==> src/rtl/ctm_pkg.sv <==
package ctm_pkg;
  localparam int N_CAP0 = 4;

  localparam logic [3:0] A_LCNT    = 4'd0;
  localparam logic [3:0] A_UCNT    = 4'd1;
  localparam logic [3:0] A_LCMP    = 4'd2;
  localparam logic [3:0] A_UCMPA   = 4'd3;
  localparam logic [3:0] A_UREGB   = 4'd4;
  localparam logic [3:0] A_LCAP    = 4'd5;
  localparam logic [3:0] A_LBUF    = 4'd6;
  localparam logic [3:0] A_CTRL    = 4'd7;
  localparam int         A_C0_BASE = 8;

  typedef struct packed {
    logic [N_CAP0-1:0] cap0_en;
    logic              capb_match;
    logic              clr_en;
  } ctl_t;

  localparam int CTLW = $bits(ctl_t);
endpackage

==> src/rtl/ctm_wport.sv <==
module ctm_wport #(
  parameter int AW = 4,
  parameter int DW = 16
) (
  input  logic          clk,
  input  logic          rst_n,
  input  logic          t1,
  input  logic [AW-1:0] addr_in,
  input  logic [DW-1:0] wdata_in,
  output logic          wr_en,
  output logic [AW-1:0] wr_addr,
  output logic [DW-1:0] wr_data
);
  logic          t2_q, t2_d;
  logic [AW-1:0] addr_q, addr_d;

  always_comb begin
    t2_d   = t1;
    addr_d = addr_q;
    if (t1) addr_d = addr_in;
  end

  always_ff @(posedge clk or negedge rst_n) begin
    if (!rst_n) begin
      t2_q   <= 1'b0;
      addr_q <= '0;
    end else begin
      t2_q   <= t2_d;
      addr_q <= addr_d;
    end
  end

  assign wr_en   = t2_q;
  assign wr_addr = addr_q;
  assign wr_data = wdata_in;

  a_r1_data_phase_follows: assert property (@(posedge clk) disable iff (!rst_n)
    t1 |=> (wr_en && wr_addr == $past(addr_in)));
endmodule

==> src/rtl/ctm_lower.sv <==
module ctm_lower #(
  parameter int W = 16
) (
  input  logic         clk,
  input  logic         rst_n,
  input  logic         cnt_en,
  input  logic         cnt_dn,
  input  logic         clr,
  input  logic         cap_in,
  input  logic         wr_cnt,
  input  logic         wr_cap,
  input  logic         wr_buf,
  input  logic [W-1:0] wr_data,
  output logic [W-1:0] cnt,
  output logic [W-1:0] cap,
  output logic [W-1:0] bfr,
  output logic         carry
);
  localparam logic [W-1:0] ONE = W'(1);

  logic [W-1:0] cnt_q, cnt_d, cap_q, cap_d, bfr_q, bfr_d;
  logic         at_top, at_bot;

  assign at_top = &cnt_q;
  assign at_bot = ~|cnt_q;
  assign carry  = cnt_en && !clr && (cnt_dn ? at_bot : at_top);

  always_comb begin
    cnt_d = cnt_q;
    if (wr_cnt)      cnt_d = wr_data;
    else if (clr)    cnt_d = '0;
    else if (cnt_en) cnt_d = cnt_dn ? cnt_q - ONE : cnt_q + ONE;
  end

  always_comb begin
    cap_d = cap_q;
    bfr_d = bfr_q;
    if (cap_in) begin
      cap_d = cnt_q;
      bfr_d = cap_q;
    end else begin
      if (wr_cap) cap_d = wr_data;
      if (wr_buf) bfr_d = wr_data;
    end
  end

  always_ff @(posedge clk or negedge rst_n) begin
    if (!rst_n) begin
      cnt_q <= '0;
      cap_q <= '0;
      bfr_q <= '0;
    end else begin
      cnt_q <= cnt_d;
      cap_q <= cap_d;
      bfr_q <= bfr_d;
    end
  end

  assign cnt = cnt_q;
  assign cap = cap_q;
  assign bfr = bfr_q;

  a_r6_lower_write_wins: assert property (@(posedge clk) disable iff (!rst_n)
    wr_cnt |=> cnt_q == $past(wr_data));
  a_r2_up_wrap: assert property (@(posedge clk) disable iff (!rst_n)
    (carry && !cnt_dn && !wr_cnt) |=> cnt_q == '0);
  a_r2_down_wrap: assert property (@(posedge clk) disable iff (!rst_n)
    (carry && cnt_dn && !wr_cnt) |=> at_top);
  a_r4_capture: assert property (@(posedge clk) disable iff (!rst_n)
    cap_in |=> (cap_q == $past(cnt_q) && bfr_q == $past(cap_q)));
  a_r5_buf_write_dropped: assert property (@(posedge clk) disable iff (!rst_n)
    (cap_in && wr_buf) |=> bfr_q == $past(cap_q));
endmodule

==> src/rtl/ctm_upper.sv <==
module ctm_upper #(
  parameter int W  = 16,
  parameter int NC = 4
) (
  input  logic                  clk,
  input  logic                  rst_n,
  input  logic                  carry,
  input  logic                  suppress,
  input  logic                  cnt_dn,
  input  logic                  clr,
  input  logic                  capb_match,
  input  logic [NC-1:0]         cap0_en,
  input  logic                  wr_cnt,
  input  logic                  wr_cmpa,
  input  logic                  wr_regb,
  input  logic [NC-1:0]         wr_c0,
  input  logic [W-1:0]          wr_data,
  output logic [W-1:0]          cnt,
  output logic [W-1:0]          cmpa,
  output logic [W-1:0]          regb,
  output logic [NC-1:0][W-1:0]  cap0,
  output logic                  match
);
  localparam logic [W-1:0] ONE = W'(1);

  logic [W-1:0] cnt_q, cnt_d, cmpa_q, cmpa_d, regb_q, regb_d;
  logic         step;

  assign step  = carry && !suppress;
  assign match = carry && (cnt_q == cmpa_q);

  always_comb begin
    cnt_d = cnt_q;
    if (wr_cnt)    cnt_d = wr_data;
    else if (clr)  cnt_d = '0;
    else if (step) cnt_d = cnt_dn ? cnt_q - ONE : cnt_q + ONE;
  end

  always_comb begin
    cmpa_d = cmpa_q;
    regb_d = regb_q;
    if (wr_cmpa) cmpa_d = wr_data;
    if (match && capb_match) regb_d = cnt_q;
    else if (wr_regb)        regb_d = wr_data;
  end

  always_ff @(posedge clk or negedge rst_n) begin
    if (!rst_n) begin
      cnt_q  <= '0;
      cmpa_q <= '0;
      regb_q <= '0;
    end else begin
      cnt_q  <= cnt_d;
      cmpa_q <= cmpa_d;
      regb_q <= regb_d;
    end
  end

  for (genvar i = 0; i < NC; i++) begin : g_cap0
    logic [W-1:0] c_q, c_d;
    always_comb begin
      c_d = c_q;
      if (carry && cap0_en[i]) c_d = cnt_q;
      else if (wr_c0[i])       c_d = wr_data;
    end
    always_ff @(posedge clk or negedge rst_n) begin
      if (!rst_n) c_q <= '0;
      else        c_q <= c_d;
    end
    assign cap0[i] = c_q;

    a_r8_event_capture: assert property (@(posedge clk) disable iff (!rst_n)
      (carry && cap0_en[i]) |=> c_q == $past(cnt_q));
  end

  assign cnt  = cnt_q;
  assign cmpa = cmpa_q;
  assign regb = regb_q;

  a_r6_upper_held: assert property (@(posedge clk) disable iff (!rst_n)
    (carry && suppress && !wr_cnt) |=> $stable(cnt_q));
  a_r3_upper_step: assert property (@(posedge clk) disable iff (!rst_n)
    (step && !cnt_dn && !wr_cnt) |=> cnt_q == $past(cnt_q) + ONE);
  a_r9_regb_capture: assert property (@(posedge clk) disable iff (!rst_n)
    (match && capb_match) |=> regb_q == $past(cnt_q));
  a_r12_upper_write_wins: assert property (@(posedge clk) disable iff (!rst_n)
    wr_cnt |=> cnt_q == $past(wr_data));
endmodule

==> src/rtl/casc_timer.sv <==
module casc_timer
  import ctm_pkg::*;
#(
  parameter int W  = 16,
  parameter int AW = 4
) (
  input  logic          clk,
  input  logic          rst_n,
  input  logic          bus_t1,
  input  logic [AW-1:0] bus_addr,
  input  logic [W-1:0]  bus_wdata,
  input  logic [AW-1:0] rd_addr,
  output logic [W-1:0]  rd_data,
  input  logic          cnt_en,
  input  logic          cnt_dn,
  input  logic          cap_in,
  output logic          lo_carry,
  output logic          up_match,
  output logic          cnt_clear
);
  localparam int NC = N_CAP0;

  logic [1:0] rsync_q;
  logic       rst_sn;

  always_ff @(posedge clk or negedge rst_n) begin
    if (!rst_n) rsync_q <= '0;
    else        rsync_q <= {rsync_q[0], 1'b1};
  end
  assign rst_sn = rsync_q[1];

  logic          wr_en;
  logic [AW-1:0] wr_addr;
  logic [W-1:0]  wr_data;

  ctm_wport #(.AW(AW), .DW(W)) u_wport (
    .clk(clk), .rst_n(rst_sn), .t1(bus_t1), .addr_in(bus_addr),
    .wdata_in(bus_wdata), .wr_en(wr_en), .wr_addr(wr_addr), .wr_data(wr_data)
  );

  logic          wr_lcnt, wr_ucnt, wr_lcmp, wr_ucmpa, wr_uregb;
  logic          wr_lcap, wr_lbuf, wr_ctrl;
  logic [NC-1:0] wr_c0;

  assign wr_lcnt  = wr_en && (wr_addr == AW'(A_LCNT));
  assign wr_ucnt  = wr_en && (wr_addr == AW'(A_UCNT));
  assign wr_lcmp  = wr_en && (wr_addr == AW'(A_LCMP));
  assign wr_ucmpa = wr_en && (wr_addr == AW'(A_UCMPA));
  assign wr_uregb = wr_en && (wr_addr == AW'(A_UREGB));
  assign wr_lcap  = wr_en && (wr_addr == AW'(A_LCAP));
  assign wr_lbuf  = wr_en && (wr_addr == AW'(A_LBUF));
  assign wr_ctrl  = wr_en && (wr_addr == AW'(A_CTRL));

  for (genvar i = 0; i < NC; i++) begin : g_dec
    assign wr_c0[i] = wr_en && (wr_addr == AW'(A_C0_BASE + i));
  end

  ctl_t         ctrl_q, ctrl_d;
  logic [W-1:0] lcmp_q, lcmp_d;

  always_comb begin
    ctrl_d = ctrl_q;
    lcmp_d = lcmp_q;
    if (wr_ctrl) ctrl_d = ctl_t'(wr_data[CTLW-1:0]);
    if (wr_lcmp) lcmp_d = wr_data;
  end

  always_ff @(posedge clk or negedge rst_sn) begin
    if (!rst_sn) begin
      ctrl_q <= '0;
      lcmp_q <= '0;
    end else begin
      ctrl_q <= ctrl_d;
      lcmp_q <= lcmp_d;
    end
  end

  logic [W-1:0]         lo_cnt, lo_cap, lo_bfr, up_cnt, up_cmpa, up_regb;
  logic [NC-1:0][W-1:0] up_c0;
  logic                 hit, carry, match;

  assign hit = ctrl_q.clr_en && (lo_cnt == lcmp_q) && (up_cnt == up_cmpa);

  ctm_lower #(.W(W)) u_lower (
    .clk(clk), .rst_n(rst_sn), .cnt_en(cnt_en), .cnt_dn(cnt_dn), .clr(hit),
    .cap_in(cap_in), .wr_cnt(wr_lcnt), .wr_cap(wr_lcap), .wr_buf(wr_lbuf),
    .wr_data(wr_data), .cnt(lo_cnt), .cap(lo_cap), .bfr(lo_bfr), .carry(carry)
  );

  ctm_upper #(.W(W), .NC(NC)) u_upper (
    .clk(clk), .rst_n(rst_sn), .carry(carry), .suppress(wr_lcnt),
    .cnt_dn(cnt_dn), .clr(hit), .capb_match(ctrl_q.capb_match),
    .cap0_en(ctrl_q.cap0_en), .wr_cnt(wr_ucnt), .wr_cmpa(wr_ucmpa),
    .wr_regb(wr_uregb), .wr_c0(wr_c0), .wr_data(wr_data), .cnt(up_cnt),
    .cmpa(up_cmpa), .regb(up_regb), .cap0(up_c0), .match(match)
  );

  always_comb begin
    rd_data = '0;
    case (rd_addr)
      AW'(A_LCNT):  rd_data = lo_cnt;
      AW'(A_UCNT):  rd_data = up_cnt;
      AW'(A_LCMP):  rd_data = lcmp_q;
      AW'(A_UCMPA): rd_data = up_cmpa;
      AW'(A_UREGB): rd_data = up_regb;
      AW'(A_LCAP):  rd_data = lo_cap;
      AW'(A_LBUF):  rd_data = lo_bfr;
      AW'(A_CTRL):  rd_data = W'(ctrl_q);
      default: begin
        for (int i = 0; i < NC; i++)
          if (rd_addr == AW'(A_C0_BASE + i)) rd_data = up_c0[i];
      end
    endcase
  end

  assign lo_carry  = carry;
  assign up_match  = match;
  assign cnt_clear = hit;

  a_r10_clear_both: assert property (@(posedge clk) disable iff (!rst_sn)
    (cnt_clear && !wr_lcnt && !wr_ucnt) |=> (lo_cnt == '0 && up_cnt == '0));
  a_r10_no_carry_on_clear: assert property (@(posedge clk) disable iff (!rst_sn)
    cnt_clear |-> !lo_carry);
  a_r7_match_needs_carry: assert property (@(posedge clk) disable iff (!rst_sn)
    up_match |-> lo_carry);
  a_r1_ctrl_write: assert property (@(posedge clk) disable iff (!rst_sn)
    wr_ctrl |=> ctrl_q == $past(ctl_t'(wr_data[CTLW-1:0])));
endmodule

==> config.mk <==
export PLATFORM = sky130hd
export DESIGN_NAME = casc_timer
export DESIGN_NICKNAME = d
export VERILOG_FILES = /design/src/rtl/ctm_pkg.sv /design/src/rtl/ctm_wport.sv /design/src/rtl/ctm_lower.sv /design/src/rtl/ctm_upper.sv /design/src/rtl/casc_timer.sv
export SDC_FILE = /design/constraint.sdc
export NUM_CORES = 1
export LEC_CHECK = 0
export BUFFER_PORTS_ARGS = -buffer_cell sky130_fd_sc_hd__buf_2
export CORE_MARGIN = 2
export CORE_UTILIZATION = 40
export CTS_BUF_LIST = sky130_fd_sc_hd__clkbuf_4 sky130_fd_sc_hd__clkbuf_8
export DETAILED_ROUTE_END_ITERATION = 8
export SYNTH_ARGS = -nofsm -noshare
export SYNTH_HDL_FRONTEND = slang
export SYNTH_SLANG_ARGS = --single-unit
==> constraint.sdc <==
create_clock -name clk -period 11.9 [get_ports clk]
set_clock_uncertainty 0.2 [all_clocks]
set_input_delay 1.785 -clock clk [delete_from_list [all_inputs] [get_ports clk]]
set_output_delay 1.785 -clock clk [all_outputs]
set_load 0.02 [all_outputs]
Word level (Yosys, flattened, before mapping) --
Cells that the tools add are included.
Storage, ports and cells: output and inout bits 19, bits in registers 189, input port bits 30, logic and storage cells 112
Cells by class: reductions and logical operators 39, $add $sub $neg 4, equal/unequal tests 24, mux-type cells 28
Operator list (number):
- two-way mux 16 bit | 26
- case mux 16 bit (8 select lines) | 1
- adder 16 x 1 -> 16 bit (second input constant) | 2
- equality test 16 bit | 2
- equality test 4 x 3 -> 1 bit (second input constant) | 8
- equality test 4 bit (second input constant) | 8
- subtractor 16 x 1 -> 16 bit (second input constant) | 2
- logical AND 1 bit | 23
- equality test 4 x 2 -> 1 bit (second input constant) | 4
- AND reduction 16 bit | 1
- OR reduction 16 bit | 1
- nonzero test 2 bit | 7
- equality test 4 x 1 -> 1 bit (second input constant) | 2
- logical NOT 4 bit | 2
- nonzero test 3 bit | 2
- logical NOT 1 bit | 3
- two-way mux 1 bit | 1

Logic depth before layout (Yosys ltp) --
Gate-level depths: netlist (run 1).
depth in word-level cells 10, gate-level depth with buffers 11, gate-level depth less buffers 10

By module --
Synthesis (run 1) repeated with hierarchy kept, for this count alone.
Unflattened totals: cell total of the unflattened synthesis 1242, area total of the unflattened synthesis 12299.3 um2
Modules (own cells, without submodules):
- ctm_upper | times used 1, area an instance 6069.6 um2, cells an instance 595
- casc_timer | times used 1, area an instance 2985.4 um2, cells an instance 304
- ctm_lower | times used 1, area an instance 2954.1 um2, cells an instance 318
- ctm_wport | times used 1, area an instance 290.3 um2, cells an instance 25

Least setup slack after synthesis (run 1) --
Ideal clock, no wire load.
kind input-to-output, start point input port cnt_dn, end point output port up_match, cell stages on the path 6, arrival 3.807 ns, slack 6.108 ns, required time 9.915 ns, path buffers 0, cells stage by stage inv_1 or4_4 or4_1 a21oi_1 nor2b_1 nor2b_1
On the way: cells in the longest elaborated chain, start to end 3
RTL lines:
- start: declaration | line casc_timer.sv:15 | input logic cnt_dn,
- two-way mux 1 bit | line ctm_lower.sv:26 | assign carry = cnt_en && !clr && (cnt_dn ? at_bot : at_top);
- logical AND 1 bit | line ctm_lower.sv:26
- via lo_carry | line casc_timer.sv:17 | output logic lo_carry,
- logical AND 1 bit | line ctm_upper.sv:30 | assign match = carry && (cnt_q == cmpa_q);
- end: declaration | line casc_timer.sv:18 | output logic up_match,
The timed path passes the listed nets, and every way through them passes these cells.

Worst setup path in the final report (run 1) --
start point input port rd_addr[0], end point output port rd_data[0]
On the way: cells in the longest elaborated chain, start to end 6
RTL lines:
- start: declaration | line casc_timer.sv:12 | input logic [AW-1:0] rd_addr,
- equality test 4 bit | line casc_timer.sv:111 | if (rd_addr == AW'(A_C0_BASE + i)) rd_data = up_c0[i];
- two-way mux 16 bit (4 in a row) | line casc_timer.sv:111
- case mux 16 bit (8 select lines) * | line casc_timer.sv:100 | case (rd_addr)
- end: declaration | line casc_timer.sv:13 | output logic [W-1:0] rd_data,
Mark *: on every way between the ends. The rest lies on a longest branch, timed or not.

==> out/results.ini, run 1 <==
[layout]
layout.cells.non_filler=1602
layout-drive-gt1-share_pct=14.7
post-route-util_pct=43.8
nets=1264
syn_to_final_growth_pct=8.49
fillers=2884

[clocking]
h-tree-depth=4
cts.clk_slew.worst_paths_ns=0.14
cts_tree=yes
cts_hold_buf=0
ctsResizeCount=0
cts_made_buffers=17
cts_setup_buffers=0
clk_latency_ns=0.51
clock-sinks=189
clockRootBuffer=clkbuf_8
clk_path_buf_depth=2

[sta]
final_max_slew_viol_count=0
min_period_over_period_pct=55.7
relSlewSlack_pct=19.7
fmax_mhz=151
finalCriticalPeriod_ns=6.63
hold_viol=0
rsz0062_at_grt=false
finalSetupTns_ns=0
max_slew.worst_pin.slew_ns=1.20
finalSetupViolCount=0

[die]
die_x_um=174
start_util_pct=40.3
die_h_um=174
dieArea_um2=30200
rows=62
ios=49
core_area_um2=28500

[worst_setup_path]
cp.required_ns=9.92
critical_path.endpoint_type=primary output
cp_data_arrival_time_ns=4.65
crit_path_start_kind=input pin
path_class=input pin to primary output
worstPathMaxFanout=33

[detailed_routing]
ant_nets=0
wl_per_cell_um=23.4
viasPerCell=5.97
finalWirelength_um=37500
drc=0
drt-pass1-iter-count=6
drtIter0Drc=1170
num_vias=9566

[logic_synthesis]
syn_area_um2=11500
synth_area_leaders=dfrtp_1, mux2i_1, a21oi_1
synth_top_area_share_pct=41.1
synth_ff_type=dfrtp_1
syn_avg_cell_area_um2=9.48
yosysWarnings=0
synth_top_area_cell=dfrtp_1
yosysUniqueCellTypes=63
ys_async_sr_fraction_pct=100
syn_nets=1275
synthCells=1215
ys_ff_latch=189
synth-edff-count=0
ys_seq_area_share_pct=41.1

[place]
dp.cells=1569
numPortBuffers=48
gp_congestion=0.955
dp_hpwl_um=25300

[run]
cap_violations=0

[grt]
grt_start_max_net_pins=75
grt_pass1_wl_um=56900
track_usage_pct=25.0
grt.overflow.total=0
grt_pass1_vias=8951
antenna_found_initial=0

[worst_hold_path]
min_path_type=flop to flop

[power_and_ir_drop]
vdd_drop_max_v=0.0000792
powerDensity_nw_per_um2=214
p_leak_nw=5.39

[outcome]
status=completed

[kinds of logic (layout without fill, tap and decap cells)]
group	Yosys count	count (layout)	synth area share (%)
buffers and inverters	117	119	4.03
xor gates and xnor gates	51	51	3.88
adders and majority gates	30	30	3.39
other	1	2	0.0326
AOI/OAI and AO/OA	301	301	16.0
DFF	189	189	41.1
and+or+nand+nor	340	340	13.5
muxes	186	186	18.1
[synth_stat cells, types with 12 or more instances]
master / count
dfrtp_1: 189
mux2i_1: 128
nor2_1: 128
a21oi_1: 111
nand2_1: 100
clkbuf_1: 81
o21ai_0: 72
mux2_2: 45
xor2_1: 36
ha_1: 28
nor3_1: 24
a22oi_1: 22
xnor2_1: 15
buf_2: 13
inv_1: 13
mux4_2: 13
nand3_1: 13
o31ai_1: 13
nor2b_1: 12
[where the power goes]
part	switching [W]	leakage, nW	internal, W
Sequential	0.000334	2.28	0.000882
Combinational	0.000517	2.89	0.000464
Clock	0.000308	0.223	0.000173
[worst max-delay path: stages]
cell	delay, ns
buf_2	0.68
nand2b_1	0.22
nor2_1	0.94
a222oi_1	0.29
o22ai_1	0.46
buf_2	0.26
[metal layers]
layer	wire length [µm]	vias to the layer above	GRT usage, %
li1	-	4362	-
met1	16700	4736	36.5
met2	16400	395	37.1
met3	2860	73	3.55
met4	1570	0	11.0
met5	0	-	0
[state kept, by name, indices dropped and copies added, names as in the netlist]
signal	flops
u_upper.g_cap0.c_q	64
lcmp_q	16
u_lower.bfr	16
u_lower.cap	16
u_lower.cnt	16
u_upper.cmpa	16
u_upper.cnt	16
u_upper.regb	16
ctrl_q	6
u_wport.wr_addr	4
rsync_q	2
u_wport.wr_en	1
[cell usage in the layout, fill, tap and decap left out, types with 15 or more instances in the layout]
| cell type | count |
|---|---|
| nor3_1 | 23 |
| nand2_1 | 100 |
| ha_1 | 28 |
| nor2_1 | 123 |
| dfrtp_1 | 188 |
| mux2_2 | 45 |
| mux2i_1 | 128 |
| xor2_1 | 36 |
| buf_4 | 25 |
| buf_2 | 48 |
| a22oi_1 | 22 |
| o21ai_0 | 72 |
| xnor2_1 | 15 |
| clkbuf_8 | 17 |
| a21oi_1 | 111 |
[path summary, 6_finish.rpt]
check	startpoint	cells after the start	slack [ns]	end
min in group asynchronous	rsync_q[1]	0	0.20	u_upper.g_cap0[3].c_q[5]
hold reg to reg	rsync_q[0]	0	0.17	rsync_q[1]
hold / removal	rsync_q[0]	0	0.17	rsync_q[1]
setup reg to reg	u_upper.cnt[8]	9	8.27	u_upper.cnt[12]
max in group asynchronous	rsync_q[1]	1	9.82	u_lower.cnt[11]
setup / recovery	rd_addr[0]	6	5.27	rd_data[0]
[stage by stage]
step	setup slack [ns]	power, W	area [µm²]	hold WS, ns
finish	5.27	0.00268	12500	0.170
global placement	5.44	0.00217	12000	0.138
CTS	5.34	0.00267	12500	0.174
global route	5.14	0.00284	12500	0.187
floorplan	6.04	0.00184	11500	0.131
detailed placement	5.35	0.00219	12000	0.142
[area by class of cell]
cell class	count	area (µm²)	area share [%]
Antenna cell	1	2.50	0.0200
Clock buffer	17	234	1.87
Clock inverter	15	218	1.74
Inverter	14	52.6	0.421
Multi-Input combinational cell	909	6350	50.8
Sequential cell	189	4730	37.9
Tap cell	384	480	3.84
Timing Repair Buffer	73	428	3.42
Note: power is estimated with default switching activity, not from simulation.
==> inputs of run 2 (changes only) <==
Settings changed: ABC_AREA set to 1.
Clock period 11.9 ns to 6.8 ns, I/O delays scaled along.
==> run 2 against run 1 <==
Non-clock buffer count is 3 lower; utilization is 0.48 points lower; worst hold slack worse by 0.092 ns; via count is 45% higher; register-to-register slack worse by 5.2 ns; clock power is 72% higher; synthesized cell count is 65% higher; flip-flop and latch count stayed put; worst setup slack worse by 3.6 ns; largest power group is now combinational logic.
==> out/results.ini, run 2 <==
[logic_synthesis]
yosys.area_share.simple_pct=42.2  ; +29 points
synthMuxAreaShare_pct=0  ; -18 points
synth_top_area_share_pct=36.1  ; -4.9 points
synthAdderAreaFrac_pct=2.98  ; -0.41 points
syn_avg_cell_area_um2=6.54  ; -31%
synth.most_common_cell=nand2_1
yosysUniqueCellTypes=42  ; -33%
synth_xor_area_share_pct=1.74  ; -2.1 points
synth_ff_type=dfrtp_1
synthCells=2001  ; +65%
syn_area_um2=13100  ; +14%
synth-edff-count=0  ; unchanged
synth_top_family_by_area=simple AND/OR/NAND/NOR gates
synth_compound_area_share_pct=7.99  ; -8.1 points
yosysWarnings=0  ; unchanged
ys_ff_latch=189  ; unchanged
ys_seq_area_share_pct=36.1  ; -4.9 points
ys_async_sr_fraction_pct=100  ; unchanged
synth_top_area_cell=dfrtp_1
synth_common_cells=nand2_1, nand3_1, dfrtp_1
synth_area_leaders=dfrtp_1, nand2_1, nand3_1
syn_nets=2061  ; +62%

[clocking]
cts_made_buffers=17  ; unchanged
ctsResizeCount=0  ; unchanged
cts_setup_buffers=0  ; unchanged
cts_hold_buf=0  ; unchanged
clock-sinks=189  ; unchanged
cts.clk_slew.worst_paths_ns=0.09  ; -0.05 ns
clockRootBuffer=clkbuf_8
clk_latency_ns=0.53  ; +0.02 ns
h-tree-depth=4  ; unchanged
clk_path_buf_depth=2  ; unchanged
cts_tree=yes

[grt]
grt_pass1_vias=12600  ; +40%
track_usage_pct=31.0  ; +5.9 points
grt_pass1_wl_um=78100  ; +37%
antenna_found_initial=0  ; unchanged
grt_start_max_net_pins=54  ; -28%
grt.overflow.total=0  ; unchanged

[power_and_ir_drop]
vdd_drop_max_v=0.000240  ; +200%
switching_share_pct=49.6  ; +6.3 points
p_leak_nw=7.26  ; +35%
seqPwrFrac_pct=41.2  ; -4.2 points
power_frac_clock_pct=15.4  ; -2.6 points
powerDensity_nw_per_um2=382  ; +78%
comb_power_share_pct=43.4  ; +6.8 points
p_switching_w=0.00265  ; +130%
intPower_w=0.00270  ; +78%

[layout]
antenna_cells=0  ; -1
ff_latch_area_um2=4730  ; unchanged
nets=2044  ; +62%
fillers=3466  ; +20%
layout-drive-gt1-share_pct=7.46  ; -7.2 points
multiInputGateArea_um2=7220  ; +14%
syn_to_final_growth_pct=7.11
layout_common_cells=nand2_1, nand3_1, dfrtp_1
largest_reg_flops=64  ; unchanged
regMostFlops=u_upper.g_cap0.c_q
post-route-util_pct=43.3  ; -0.48 points
layout_commonest_cell=nand2_1

[die]
core_area_um2=32400  ; +13%
rows=66  ; +6.5%
start_util_pct=40.4  ; +0.073 points
dieArea_um2=34200  ; +13%
die_h_um=185  ; +6.4%
die_x_um=185  ; +6.4%
ios=49  ; unchanged

[worst_hold_path]
min_path_type=input pin to async pin

[outcome]
status=completed

[worst_setup_path]
worstPathMaxFanout=17  ; -48%
critical_path.endpoint_type=primary output
path_cells=buf_2, inv_1, nand2_1, clkinv_1, nand2_1, o22ai_1, a2111oi_0, nand2_1, buf_2
r2r-start=u_lower.cnt[11]
slowest_stage=a2111oi_0
path_class=input pin to primary output
r2r_setup_slack_ns=3.10  ; -5.17 ns
cpMostUsedCell=nand2_1
crit_path_start=rd_addr[1]
ff2ff_path_depth=13  ; +4
cp_data_arrival_time_ns=3.90  ; -0.75 ns
crit_path_start_kind=input pin
cp.required_ns=5.58  ; -4.34 ns
r2r-end=u_upper.g_cap0[2].c_q[9]
max_stage_delay_ns=1.08  ; +0.14 ns

[sta]
hold_viol=0  ; unchanged
relSlewSlack_pct=10.2  ; -9.4 points
finalSetupViolCount=0  ; unchanged
fmax_mhz=195
worst_slack_ns=1.68  ; -3.59 ns
final_max_slew_viol_count=0  ; unchanged
finalSetupTns_ns=0  ; unchanged
min_period_over_period_pct=75.3
finalCriticalPeriod_ns=5.12
rsz0062_at_grt=false
max_slew.worst_pin.slew_ns=1.34  ; +0.141 ns

[detailed_routing]
num_vias=13900  ; +45%
drt-pass1-iter-count=7  ; +1
drc=0  ; unchanged
ant_nets=0  ; unchanged
viasPerCell=5.70  ; -4.6%
finalWirelength_um=52200  ; +39%
wl_per_cell_um=21.4  ; -8.6%
drtIter0Drc=1885  ; +61%

[run]
cap_violations=0  ; unchanged

[place]
numPortBuffers=48  ; unchanged
dp_hpwl_um=36900  ; +46%
place_ws_ns=1.83  ; -3.52 ns
gp_congestion=0.993  ; +4.0%

run 2: cell types whose count changed after synthesis, sizes merged, moves of 20 or more:
cell,change
nand2,+613
nand3,+271
inv,+168
mux2i,-128
nand4,+75
a21oi,-52
mux2,-45
nor2,+34
xor2,-25
buf,+23
a22oi,-22
clkbuf,-20
o22ai,+20
run 2: how the worst max path moves through the flow:
stage / to / slack [ns] / cells after the start
6_report: rd_data[7] / 1.68 / 9
2_1_floorplan: ctrl_q[0] / 0.94 / 0
4_1_cts: rd_data[7] / 1.81 / 9
5_1_grt: rd_data[7] / 1.56 / 9
3_3_place_gp: rd_data[7] / 1.93 / 9
3_5_place_dp: rd_data[7] / 1.83 / 9
run 2: logic make-up after synthesis:
logic type               count (synthesis)
AND/OR/NAND/NOR                       1279
other                                    1
buffers and inverters                  290
adder cells (fa/ha/maj)                 30
XOR/XNOR                                26
AO/OA/AOI/OAI                          186
flip-flops                             189
run 2: per-layer routing:
metal	track usage, %	routed length (µm)	vias to the layer above
met5	0	0	-
met4	8.60	1500	0
met3	7.75	5700	97
met2	45.3	22000	742
met1	45.1	23000	6555
li1	-	-	6507
run 2: power groups by stage:
stage               Sequential [W]  Combinational [W]  Clock, W
finish                     0.00220            0.00232  0.000826
global route               0.00222            0.00263  0.000876
CTS                        0.00215            0.00230  0.000836
detailed placement         0.00218            0.00229         0
global placement           0.00217            0.00226         0
floorplan                  0.00180            0.00178         0
run 2: metrics by stage:
| step | area, µm² | hold slack, ns | cells | total power [W] |
|---|---|---|---|---|
| 6_report | 14000 | 0.0779 | 2439 | 0.00535 |
| 5_1_grt | 14000 | 0.0512 | 2439 | 0.00573 |
| 4_1_cts | 14000 | 0.0506 | 2439 | 0.00529 |
| 3_5_place_dp | 13600 | 0.136 | 2407 | 0.00446 |
| 3_3_place_gp | 13600 | 0.138 | 2407 | 0.00444 |
| 2_1_floorplan | 13100 | 0.131 | 2001 | 0.00358 |
run 2: cell type report:
| class | instances | share of cell area (%) |
|---|---|---|
| Inverter | 184 | 4.93 |
| Multi-Input combinational cell | 1522 | 51.5 |
| Clock inverter | 12 | 1.05 |
| Timing Repair Buffer | 70 | 2.89 |
| Tap cell | 442 | 3.95 |
| Clock buffer | 20 | 1.87 |
| Sequential cell | 189 | 33.8 |
run 2: critical path, delay by kind of cell:
family,cells,cell delay (ns)
and+or+nand+nor,3,0.88
buffers and inverters,4,0.80
AOI/OAI and AO/OA,2,1.20
